[src/rtl/lane_deskew_pkg.sv]
package lane_deskew_pkg;

   typedef enum logic [1:0] {
      AL_IDLE   = 2'd0,
      AL_GATHER = 2'd1,
      AL_LOCKED = 2'd2,
      AL_FAULT  = 2'd3
   } align_state_e;

   // Width of an arrival offset that spans 0..max_skew
   function automatic int unsigned off_width(input int unsigned max_skew);
      return (max_skew < 1) ? 1 : $clog2(max_skew + 1);
   endfunction

endpackage

[src/rtl/lane_delay_line.sv]
module lane_delay_line
   import lane_deskew_pkg::*;
#(
   parameter int unsigned BYTE_W   = 8,
   parameter int unsigned MAX_SKEW = 4,
   parameter int unsigned OFF_W    = off_width(MAX_SKEW)
) (
   input  logic              clk,
   input  logic              rst_n,
   input  logic [BYTE_W-1:0] din_i,
   input  logic [OFF_W-1:0]  sel_i,
   output logic [BYTE_W-1:0] dout_o
);
   localparam int unsigned NTAP = MAX_SKEW + 1;
   localparam logic [OFF_W-1:0] TOP_TAP = OFF_W'(MAX_SKEW);

   logic [BYTE_W-1:0] stage_q [MAX_SKEW];
   logic [BYTE_W-1:0] tap     [NTAP];

   // tap j holds the byte that arrived j cycles ago
   assign tap[0] = din_i;
   for (genvar j = 1; j < NTAP; j++) begin : g_tap
      assign tap[j] = stage_q[j-1];
   end

   always_ff @(posedge clk or negedge rst_n) begin
      if (!rst_n) begin
         for (int j = 0; j < MAX_SKEW; j++) stage_q[j] <= '0;
         dout_o <= '0;
      end else begin
         stage_q[0] <= din_i;
         for (int j = 1; j < MAX_SKEW; j++) stage_q[j] <= stage_q[j-1];
         dout_o <= (sel_i <= TOP_TAP) ? tap[sel_i] : tap[0];
      end
   end

endmodule

[src/rtl/lane_skew_tracker.sv]
module lane_skew_tracker
   import lane_deskew_pkg::*;
#(
   parameter int unsigned NUM_LANES = 4,
   parameter int unsigned MAX_SKEW  = 4,
   parameter int unsigned OFF_W     = off_width(MAX_SKEW)
) (
   input  logic                       clk,
   input  logic                       rst_n,
   input  logic                       hs_enable,
   input  logic [NUM_LANES-1:0]       sync_i,
   output logic [NUM_LANES*OFF_W-1:0] sel_o,
   output logic                       locked_o,
   output logic                       fault_o
);
   localparam logic [OFF_W-1:0] LAST_OFF = OFF_W'(MAX_SKEW);

   align_state_e         state_q;
   logic [OFF_W-1:0]     cnt_q;
   logic [OFF_W-1:0]     cur_off;
   logic [NUM_LANES-1:0] seen_q;
   logic [NUM_LANES-1:0] arrived;
   logic [OFF_W-1:0]     arr_q   [NUM_LANES];
   logic [OFF_W-1:0]     dly_q   [NUM_LANES];
   logic [OFF_W-1:0]     dly_now [NUM_LANES];
   logic                 hunting;
   logic                 all_in;
   logic                 any_in;
   logic                 lock_now;

   always_comb begin
      hunting  = (state_q == AL_IDLE) || (state_q == AL_GATHER);
      cur_off  = (state_q == AL_GATHER) ? cnt_q : '0;
      arrived  = seen_q | sync_i;
      all_in   = &arrived;
      any_in   = |arrived;
      lock_now = hs_enable && hunting && all_in;
   end

   // a lane arriving now has offset cur_off; its delay is latest minus own
   for (genvar k = 0; k < NUM_LANES; k++) begin : g_lane
      assign dly_now[k] = cur_off - (seen_q[k] ? arr_q[k] : cur_off);
      assign sel_o[k*OFF_W +: OFF_W] = lock_now ? dly_now[k] : dly_q[k];
   end

   always_ff @(posedge clk or negedge rst_n) begin
      if (!rst_n) begin
         state_q  <= AL_IDLE;
         cnt_q    <= '0;
         seen_q   <= '0;
         locked_o <= 1'b0;
         fault_o  <= 1'b0;
         for (int k = 0; k < NUM_LANES; k++) begin
            arr_q[k] <= '0;
            dly_q[k] <= '0;
         end
      end else if (!hs_enable) begin
         state_q  <= AL_IDLE;
         cnt_q    <= '0;
         seen_q   <= '0;
         locked_o <= 1'b0;
         fault_o  <= 1'b0;
         for (int k = 0; k < NUM_LANES; k++) begin
            arr_q[k] <= '0;
            dly_q[k] <= '0;
         end
      end else if (hunting) begin
         for (int k = 0; k < NUM_LANES; k++) begin
            if (sync_i[k] && !seen_q[k]) begin
               seen_q[k] <= 1'b1;
               arr_q[k]  <= cur_off;
            end
         end
         if (all_in) begin
            state_q  <= AL_LOCKED;
            locked_o <= 1'b1;
            for (int k = 0; k < NUM_LANES; k++) dly_q[k] <= dly_now[k];
         end else if (any_in) begin
            if (cur_off == LAST_OFF) begin
               state_q <= AL_FAULT;
               fault_o <= 1'b1;
            end else begin
               state_q <= AL_GATHER;
               cnt_q   <= cur_off + 1'b1;
            end
         end
      end
   end

endmodule

[src/rtl/lane_deskew_aligner.sv]
module lane_deskew_aligner
   import lane_deskew_pkg::*;
#(
   parameter int unsigned NUM_LANES = 4,
   parameter int unsigned BYTE_W    = 8,
   parameter int unsigned MAX_SKEW  = 4,
   parameter bit          BYPASS    = 1'b0
) (
   input  logic                        clk,
   input  logic                        rst_n,
   input  logic                        hs_enable,
   input  logic [NUM_LANES*BYTE_W-1:0] lane_data_i,
   input  logic [NUM_LANES-1:0]        lane_sync_i,
   output logic [NUM_LANES*BYTE_W-1:0] lane_data_o,
   output logic                        all_sync_o,
   output logic                        align_err_o
);
   localparam int unsigned OFF_W     = off_width(MAX_SKEW);
   localparam bit          PASS_MODE = BYPASS || (NUM_LANES == 1);

   if ((NUM_LANES < 1) || (NUM_LANES > 4)) begin : g_bad_lanes
      $error("lane_deskew_aligner: NUM_LANES must be 1..4");
   end
   if (BYTE_W < 1) begin : g_bad_width
      $error("lane_deskew_aligner: BYTE_W must be at least 1");
   end
   if (MAX_SKEW < 1) begin : g_bad_skew
      $error("lane_deskew_aligner: MAX_SKEW must be at least 1");
   end

   if (PASS_MODE) begin : g_pass
      always_ff @(posedge clk or negedge rst_n) begin
         if (!rst_n) begin
            lane_data_o <= '0;
            all_sync_o  <= 1'b0;
         end else begin
            lane_data_o <= lane_data_i;
            all_sync_o  <= hs_enable && (&lane_sync_i);
         end
      end
      assign align_err_o = 1'b0;
   end else begin : g_align
      logic [NUM_LANES*OFF_W-1:0] sel;

      lane_skew_tracker #(
         .NUM_LANES (NUM_LANES),
         .MAX_SKEW  (MAX_SKEW),
         .OFF_W     (OFF_W)
      ) trk_i (
         .clk       (clk),
         .rst_n     (rst_n),
         .hs_enable (hs_enable),
         .sync_i    (lane_sync_i),
         .sel_o     (sel),
         .locked_o  (all_sync_o),
         .fault_o   (align_err_o)
      );

      for (genvar k = 0; k < NUM_LANES; k++) begin : g_dl
         lane_delay_line #(
            .BYTE_W   (BYTE_W),
            .MAX_SKEW (MAX_SKEW),
            .OFF_W    (OFF_W)
         ) dl_i (
            .clk    (clk),
            .rst_n  (rst_n),
            .din_i  (lane_data_i[k*BYTE_W +: BYTE_W]),
            .sel_i  (sel[k*OFF_W +: OFF_W]),
            .dout_o (lane_data_o[k*BYTE_W +: BYTE_W])
         );
      end
   end

endmodule

[config.mk]
export PLATFORM = sky130hd
export DESIGN_NAME = lane_deskew_aligner
export DESIGN_NICKNAME = d
export VERILOG_FILES = /design/src/rtl/lane_deskew_pkg.sv /design/src/rtl/lane_delay_line.sv /design/src/rtl/lane_skew_tracker.sv /design/src/rtl/lane_deskew_aligner.sv
export SDC_FILE = /design/constraint.sdc
export NUM_CORES = 1
export LEC_CHECK = 0
export BUFFER_PORTS_ARGS = -buffer_cell sky130_fd_sc_hd__buf_2
export CORE_ASPECT_RATIO = 1.75
export CORE_MARGIN = 1.5
export CORE_UTILIZATION = 45
export CTS_BUF_LIST = sky130_fd_sc_hd__clkbuf_4 sky130_fd_sc_hd__clkbuf_8 sky130_fd_sc_hd__clkbuf_16
export DETAILED_ROUTE_END_ITERATION = 12
export PLACE_DENSITY_LB_ADDON = 0.12
export SLEW_MARGIN = 15
export SYNTH_ARGS = -nofsm -noshare
export SYNTH_HDL_FRONTEND = slang
export SYNTH_SLANG_ARGS = --single-unit
[constraint.sdc]
create_clock -name clk -period 3.69 [get_ports clk]
set_input_delay 0.5535 -clock clk [delete_from_list [all_inputs] [get_ports clk]]
set_output_delay 0.5535 -clock clk [all_outputs]
set_load 0.05 [all_outputs]
== Yosys cells after proc, flatten, opt, wreduce, memory -nomap -nowiden ==
Index checks and enable logic that the tools add are counted.
Word-level totals
  bits in registers: 195
  bits of input ports: 39
  output and inout port bits: 34
  logic and storage cells: 147
Operators by class
  $add $sub $neg: 5
  magnitude comparators: 8
  equality and inequality tests: 13
  multiplexer cells: 58
  bitwise operators: 5
  reduce and logical (&&, ||, !) cells: 22
Operators with widths (number)
  binary-select mux 8 bit (select 3 bit): 4
  2-to-1 mux 8 bit: 12
  2-to-1 mux 12 bit: 5
  2-to-1 mux 3 bit: 18
  >= comparator 4 bit (second input constant): 4
  != test 2 x 1 -> 1 bit (second input constant): 8
  inverter 3 -> 4 bit: 4
  <= comparator 3 bit (second input constant): 4
  2-to-1 mux 1 bit: 12
  AND reduction 2 bit: 6
  AND reduction 4 bit: 3
  subtractor 3 bit: 4
  2-to-1 mux 2 bit: 5
  2-to-1 mux 4 bit: 2
  logical AND 1 bit: 6
  zero test 1 bit: 4
  != test 2 bit (second input constant): 2
  bitwise OR 4 bit: 1
  OR reduction 4 bit: 1
  adder 3 x 1 -> 3 bit (second input constant): 1
  equality test 3 bit (second input constant): 1
  != test 3 x 1 -> 1 bit (second input constant): 1
  equality test 2 x 1 -> 1 bit (second input constant): 1
  zero test 2 bit: 1
  logical OR 1 bit: 1

== Depth between registers and ports, before layout ==
  depth in word-level cells: 10
  depth in mapped cells: 15
  depth with buffers taken out: 11

== Modules after synthesis ==
Synthesis repeated with hierarchy kept, for this count alone.
Unflattened totals
  cell total of the unflattened synthesis: 570
  area, all modules: 7803.7 µm²
By module, submodules not included
  lane_delay_line: instances 4, cells each 88, area an instance 1436.4 µm², sequential area each 1001.0 µm²
  lane_skew_tracker: instances 1, cells each 218, area an instance 2058.2 µm², sequential area each 875.8 µm²

== Worst setup path after synthesis ==
OpenSTA, ideal clock, no wires.
  path kind: register to register
  start: register g_align.trk_i.state_q[1]
  end: register g_align.g_dl[3].dl_i.dout_o[0]
  setup time: 81 ps
  arrival: 3154 ps
  data required time: 3609 ps
  path slack: 455 ps
  stages on the path, launching flop included: 16
  buffers on the path: 4
  clock period less this slack: 3235 ps
  path through: dfrtp_1 buf_6 nor2b_1 and2_1 clkbuf_1 inv_1 o21ai_0 ha_1 fa_1 and3b_1 and3_1 clkbuf_1 clkbuf_1 o32a_1 a22o_1 mux2i_1
On the way
  cells in the longest elaborated chain, start to end: 10
  elaborated cells on any way between the ends: 15
  classes of those cells: 1 x add/sub; 1 x order compare; 1 x eq/ne; 7 x mux; 1 x bitwise; 4 x reduce/logical
RTL lines
  start, declared: RTL line lane_skew_tracker.sv:18  | align_state_e state_q;
  start signal, assigned: RTL line lane_skew_tracker.sv:48  | state_q <= AL_IDLE;
  start signal, assigned: RTL line lane_skew_tracker.sv:58  | state_q <= AL_IDLE;
  start signal, assigned: RTL line lane_skew_tracker.sv:75  | state_q <= AL_LOCKED;
  equality test 2 x 1 -> 1 bit or zero test 2 bit (tied branches): RTL line lane_skew_tracker.sv:32, lane_skew_tracker.sv:33
  2-to-1 mux 3 bit or logical OR 1 bit (tied branches): RTL line lane_skew_tracker.sv:33, lane_skew_tracker.sv:32
  2-to-1 mux 3 bit or logical AND 1 bit (tied branches): RTL line lane_skew_tracker.sv:42, lane_skew_tracker.sv:37
  subtractor 3 bit or logical AND 1 bit (tied branches): RTL line lane_skew_tracker.sv:42, lane_skew_tracker.sv:37
  2-to-1 mux 3 bit (*): RTL line lane_skew_tracker.sv:43  | assign sel_o[k*OFF_W +: OFF_W] = lock_now ? dly_now[k] : dly_q[k];
  inverter 3 -> 4 bit (implied by the code): RTL line lane_delay_line.sv:33  | dout_o <= (sel_i <= TOP_TAP) ? tap[sel_i] : tap[0];
  binary-select mux 8 bit (select 3 bit): RTL line lane_delay_line.sv:33
  2-to-1 mux 8 bit (implied by the code) (2 in a row): RTL line lane_delay_line.sv:33
  2-to-1 mux 8 bit (*): RTL line lane_delay_line.sv:33
  end signal, assigned: RTL line lane_delay_line.sv:33
  end, declared: RTL line lane_delay_line.sv:12  | output logic [BYTE_W-1:0] dout_o
Mark *: on every way between the ends. The rest lies on a longest branch, timed or not. The select of a mux whose other input is x is not followed.
A chain may end at the register's enable or synchronous reset.

== Worst setup path in the final report ==
  start: register g_align.trk_i.state_q[0]
  end: register g_align.g_dl[0].dl_i.dout_o[5]
On the way
  cells in the longest elaborated chain, start to end: 10
  elaborated cells on any way between the ends: 15
  classes of those cells: 1 x add/sub; 1 x order compare; 1 x eq/ne; 7 x mux; 1 x bitwise; 4 x reduce/logical
RTL lines (RTL line)
  equality test 2 x 1 -> 1 bit or zero test 2 bit (tied branches): lane_skew_tracker.sv:32, lane_skew_tracker.sv:33
  2-to-1 mux 3 bit or logical OR 1 bit (tied branches): lane_skew_tracker.sv:33, lane_skew_tracker.sv:32
  2-to-1 mux 3 bit or logical AND 1 bit (tied branches): lane_skew_tracker.sv:42, lane_skew_tracker.sv:37
  subtractor 3 bit or logical AND 1 bit (tied branches): lane_skew_tracker.sv:42, lane_skew_tracker.sv:37
  2-to-1 mux 3 bit (*): lane_skew_tracker.sv:43
  inverter 3 -> 4 bit (implied by the code): lane_delay_line.sv:33
  binary-select mux 8 bit (select 3 bit): lane_delay_line.sv:33
  2-to-1 mux 8 bit (implied by the code) (2 in a row): lane_delay_line.sv:33
  2-to-1 mux 8 bit (*): lane_delay_line.sv:33
  end signal, assigned: lane_delay_line.sv:33
  end, declared: lane_delay_line.sv:12
Marks and branches as above.

==> impl_metrics.yaml <==
status:
  status: "finished, final reports clean"
timing:
  finalHoldViolCount: 0
  fin_skew_ns: 0.00789
  rsz0062_at_grt: "no"
  fin_setup_tns_ns: 0
  slew_headroom_pct: 29.0
  holdWs_ns: 0.147
  fmax_mhz: 291
  worstMarginPinSlew_ns: 1.06
  finalMaxSlewViolations: 0
  setup_violations: 0
  post-route-period-util_pct: 93.3
  min_period_ns: 3.44
clock_network:
  clk_latency_ns: 0.43
  htreeDepth: 4
  cts_max_path_buffers: 2
  cts_tree: "built"
  postCtsHoldBufs: 0
  root_buffer: "clkbuf_16"
  cts.clk_slew.worst_paths_ns: 0.07
  cts_num_sinks: 195
  numCtsBuffers: 17
synth:
  synthFlopType: "dfrtp_1"
  seq_area_frac_synth_pct: 56.6
  synth.avg_cell_area_um2: 12.5
  async_reset_ff_share_pct: 100
  synth_nets: 736
  synth_cell_types: 45
  syn_area_um2: 8620
  yosysWarnings: 0
  ys_ff_latch: 195
  synth_edf_count: 0
  synthCells: 688
critical_path:
  path_common_cell: "o21ai_0"
  end_kind: "flop"
  path_class: "flop to flop"
  arrival_ns: 3.79
  slowest_delay_ns: 0.68
  rrSetupSlack_ns: 0.25
  crit_fanout: 24
  rr_worst_depth: 11
  slowest_stage: "and3_1"
  cp.required_ns: 4.04
  critPathLaunchType: "flop"
  crit_chain: "nor2b_1, and2_1, inv_1, o21ai_0, ha_1, fa_1, and3b_1, and3_1, o21ai_0, a22o_1, mux2i_1"
floorplanning:
  die_h_um: 186
  die_w_um: 108
  core_um2: 18700
  die_area_um2: 20000
  start_util_pct: 46.2
  num_rows: 66
  io_pins: 73
routing:
  drc_errors: 0
  drt_first_pass_iters: 4
  via_per_inst: 5.83
  drtIter0Drc: 313
  antenna_left: 0
  vias: 5767
  wl_per_cell_um: 19.4
  routed_wl_um: 19200
grt:
  grt_pass1_wl_um: 31700
  grt.overflow.total: 0
  grt_pass1_vias: 6115
  grt_max_degree: 88
  grt_usage_pct: 20.4
  antenna_found_initial: 0
placement:
  placed_cell_area_um2: 9090
  dpl.cell_count: 957
  dp_hpwl_um: 12400
  gp_congestion: 0.796
  port_buffers: 72
cells_and_area:
  fill_cells: 1686
  layout_common_cells: "dfrtp_1 (195), o21ai_0 (81), mux2i_1 (79)"
  drive_above_1_share_pct: 19.4
  stdcell_area_um2: 9740
  nets: 786
  area_delta_synth_final_pct: 12.9
  layout_commonest_cell: "dfrtp_1"
  n_antenna_cell: 0
  instances_no_fill: 989
power:
  peakVddDrop_v: 0.000332
  total_leakage_power_uw: 0.00435
  p_per_area_nw_per_um2: 548
  power.total_uw: 5340
min_path:
  hold_path.class: "input pin to async pin"
job:
  maxCapViolCount: 0
-- worst max-delay path: cells and delay by family, from the launching register on --
kind                       cells  cell delay [ns]
and+or+nand+nor                4             1.24
DFF                            1             0.41
AOI/OAI and AO/OA              3             0.57
buffers and inverters          1             0.25
adders and majority gates      2             0.72
muxes                          1             0.14
-- repair_timing --
| item | in CTS | in global routing |
|---|---|---|
| endpoints found under the setup margin | 0 | 3 |
| buffers inserted | 0 | 0 |
| gates resized for setup | 0 | 1 |
-- area by class of cell --
class	count	area [um2]	area share (%)
Tap cell	238	298	3.06
Timing Repair Buffer	90	517	5.31
Clock buffer	17	425	4.37
Sequential cell	195	4880	50.1
Inverter	41	154	1.58
Multi-Input combinational cell	393	3250	33.3
Clock inverter	15	220	2.26
-- sequential cells by signal, summed over array words and instances (netlist names) --
signal / flops
g_align.trk_i.dly_q: 12
g_align.trk_i.fault_o: 1
g_align.trk_i.state_q: 2
g_align.g_dl.dl_i.dout_o: 32
g_align.trk_i.cnt_q: 3
g_align.trk_i.arr_q: 12
g_align.g_dl.dl_i.stage_q: 128
g_align.trk_i.seen_q: 4
g_align.trk_i.locked_o: 1
-- Yosys cell counts (all sizes together), types with 5 or more instances --
library cell | n | area [um2]
dfrtp | 195 | 4880
o21ai | 82 | 410
mux2i | 79 | 791
inv | 41 | 154
buf | 35 | 262
a22o | 32 | 280
a311oi | 32 | 280
o32a | 32 | 320
clkbuf | 24 | 90.1
nand2 | 19 | 71.3
nor2b | 18 | 113
a21o | 8 | 60.1
a31oi | 8 | 135
nor4 | 6 | 97.6
a21oi | 5 | 25.0
and2 | 5 | 31.3
ha | 5 | 62.6
nand3 | 5 | 25.0
nor2 | 5 | 28.8
o31a | 5 | 43.8
or3 | 5 | 31.3
-- per-stage QoR --
stage                     utilization, %  setup slack [ns]
final                               52.2             0.249
after global routing                52.2            0.0104
after CTS                           52.2             0.157
after detailed placement            48.7             0.232
after global placement              48.7             0.317
after floorplan                        -             0.455
-- path summary, 6_finish.rpt --
check | from | to
min reg2reg | g_align.g_dl[2].dl_i.stage_q[24]$_DFF_PN0_ | g_align.g_dl[2].dl_i.stage_q[16]$_DFF_PN0_
max reg2reg | g_align.trk_i.state_q[0]$_DFFE_PN0P_ | g_align.g_dl[0].dl_i.dout_o[5]$_DFF_PN0_
min in group clk | lane_data_i[11] | g_align.g_dl[1].dl_i.stage_q[27]$_DFF_PN0_
max in group asynchronous | rst_n | g_align.trk_i.arr_q[9]$_DFFE_PN0P_
min | rst_n | g_align.g_dl[2].dl_i.stage_q[21]$_DFF_PN0_
max | g_align.trk_i.state_q[0]$_DFFE_PN0P_ | g_align.g_dl[0].dl_i.dout_o[5]$_DFF_PN0_
-- report_power, final --
part / internal [uW] / switching (uW) / leakage (uW)
Clock: 1160 / 858 / 0.000310
Combinational: 305 / 658 / 0.00169
Sequential: 2290 / 72.7 / 0.00234
-- per-layer routing --
metal  global-route usage [%]  up-vias  routed length, um
met2                     36.3      111              10300
li1                         -     2633                  -
met5                        0        -                  0
met3                     3.71       17                533
met4                     7.00        0                284
met1                     24.7     3006               8090
-- cells by family after synthesis --
| group | count (synthesis) | synth area share [%] |
|---|---|---|
| flip-flops | 195 | 56.6 |
| AND/OR/NAND/NOR | 77 | 6.11 |
| multiplexers | 79 | 9.17 |
| buffers and inverters | 100 | 5.86 |
| AO/OA/AOI/OAI | 223 | 20.1 |
| adder cells (fa/ha/maj) | 9 | 1.65 |
| XOR/XNOR | 5 | 0.508 |
No activity file was read; power rests on OpenSTA's default activity.
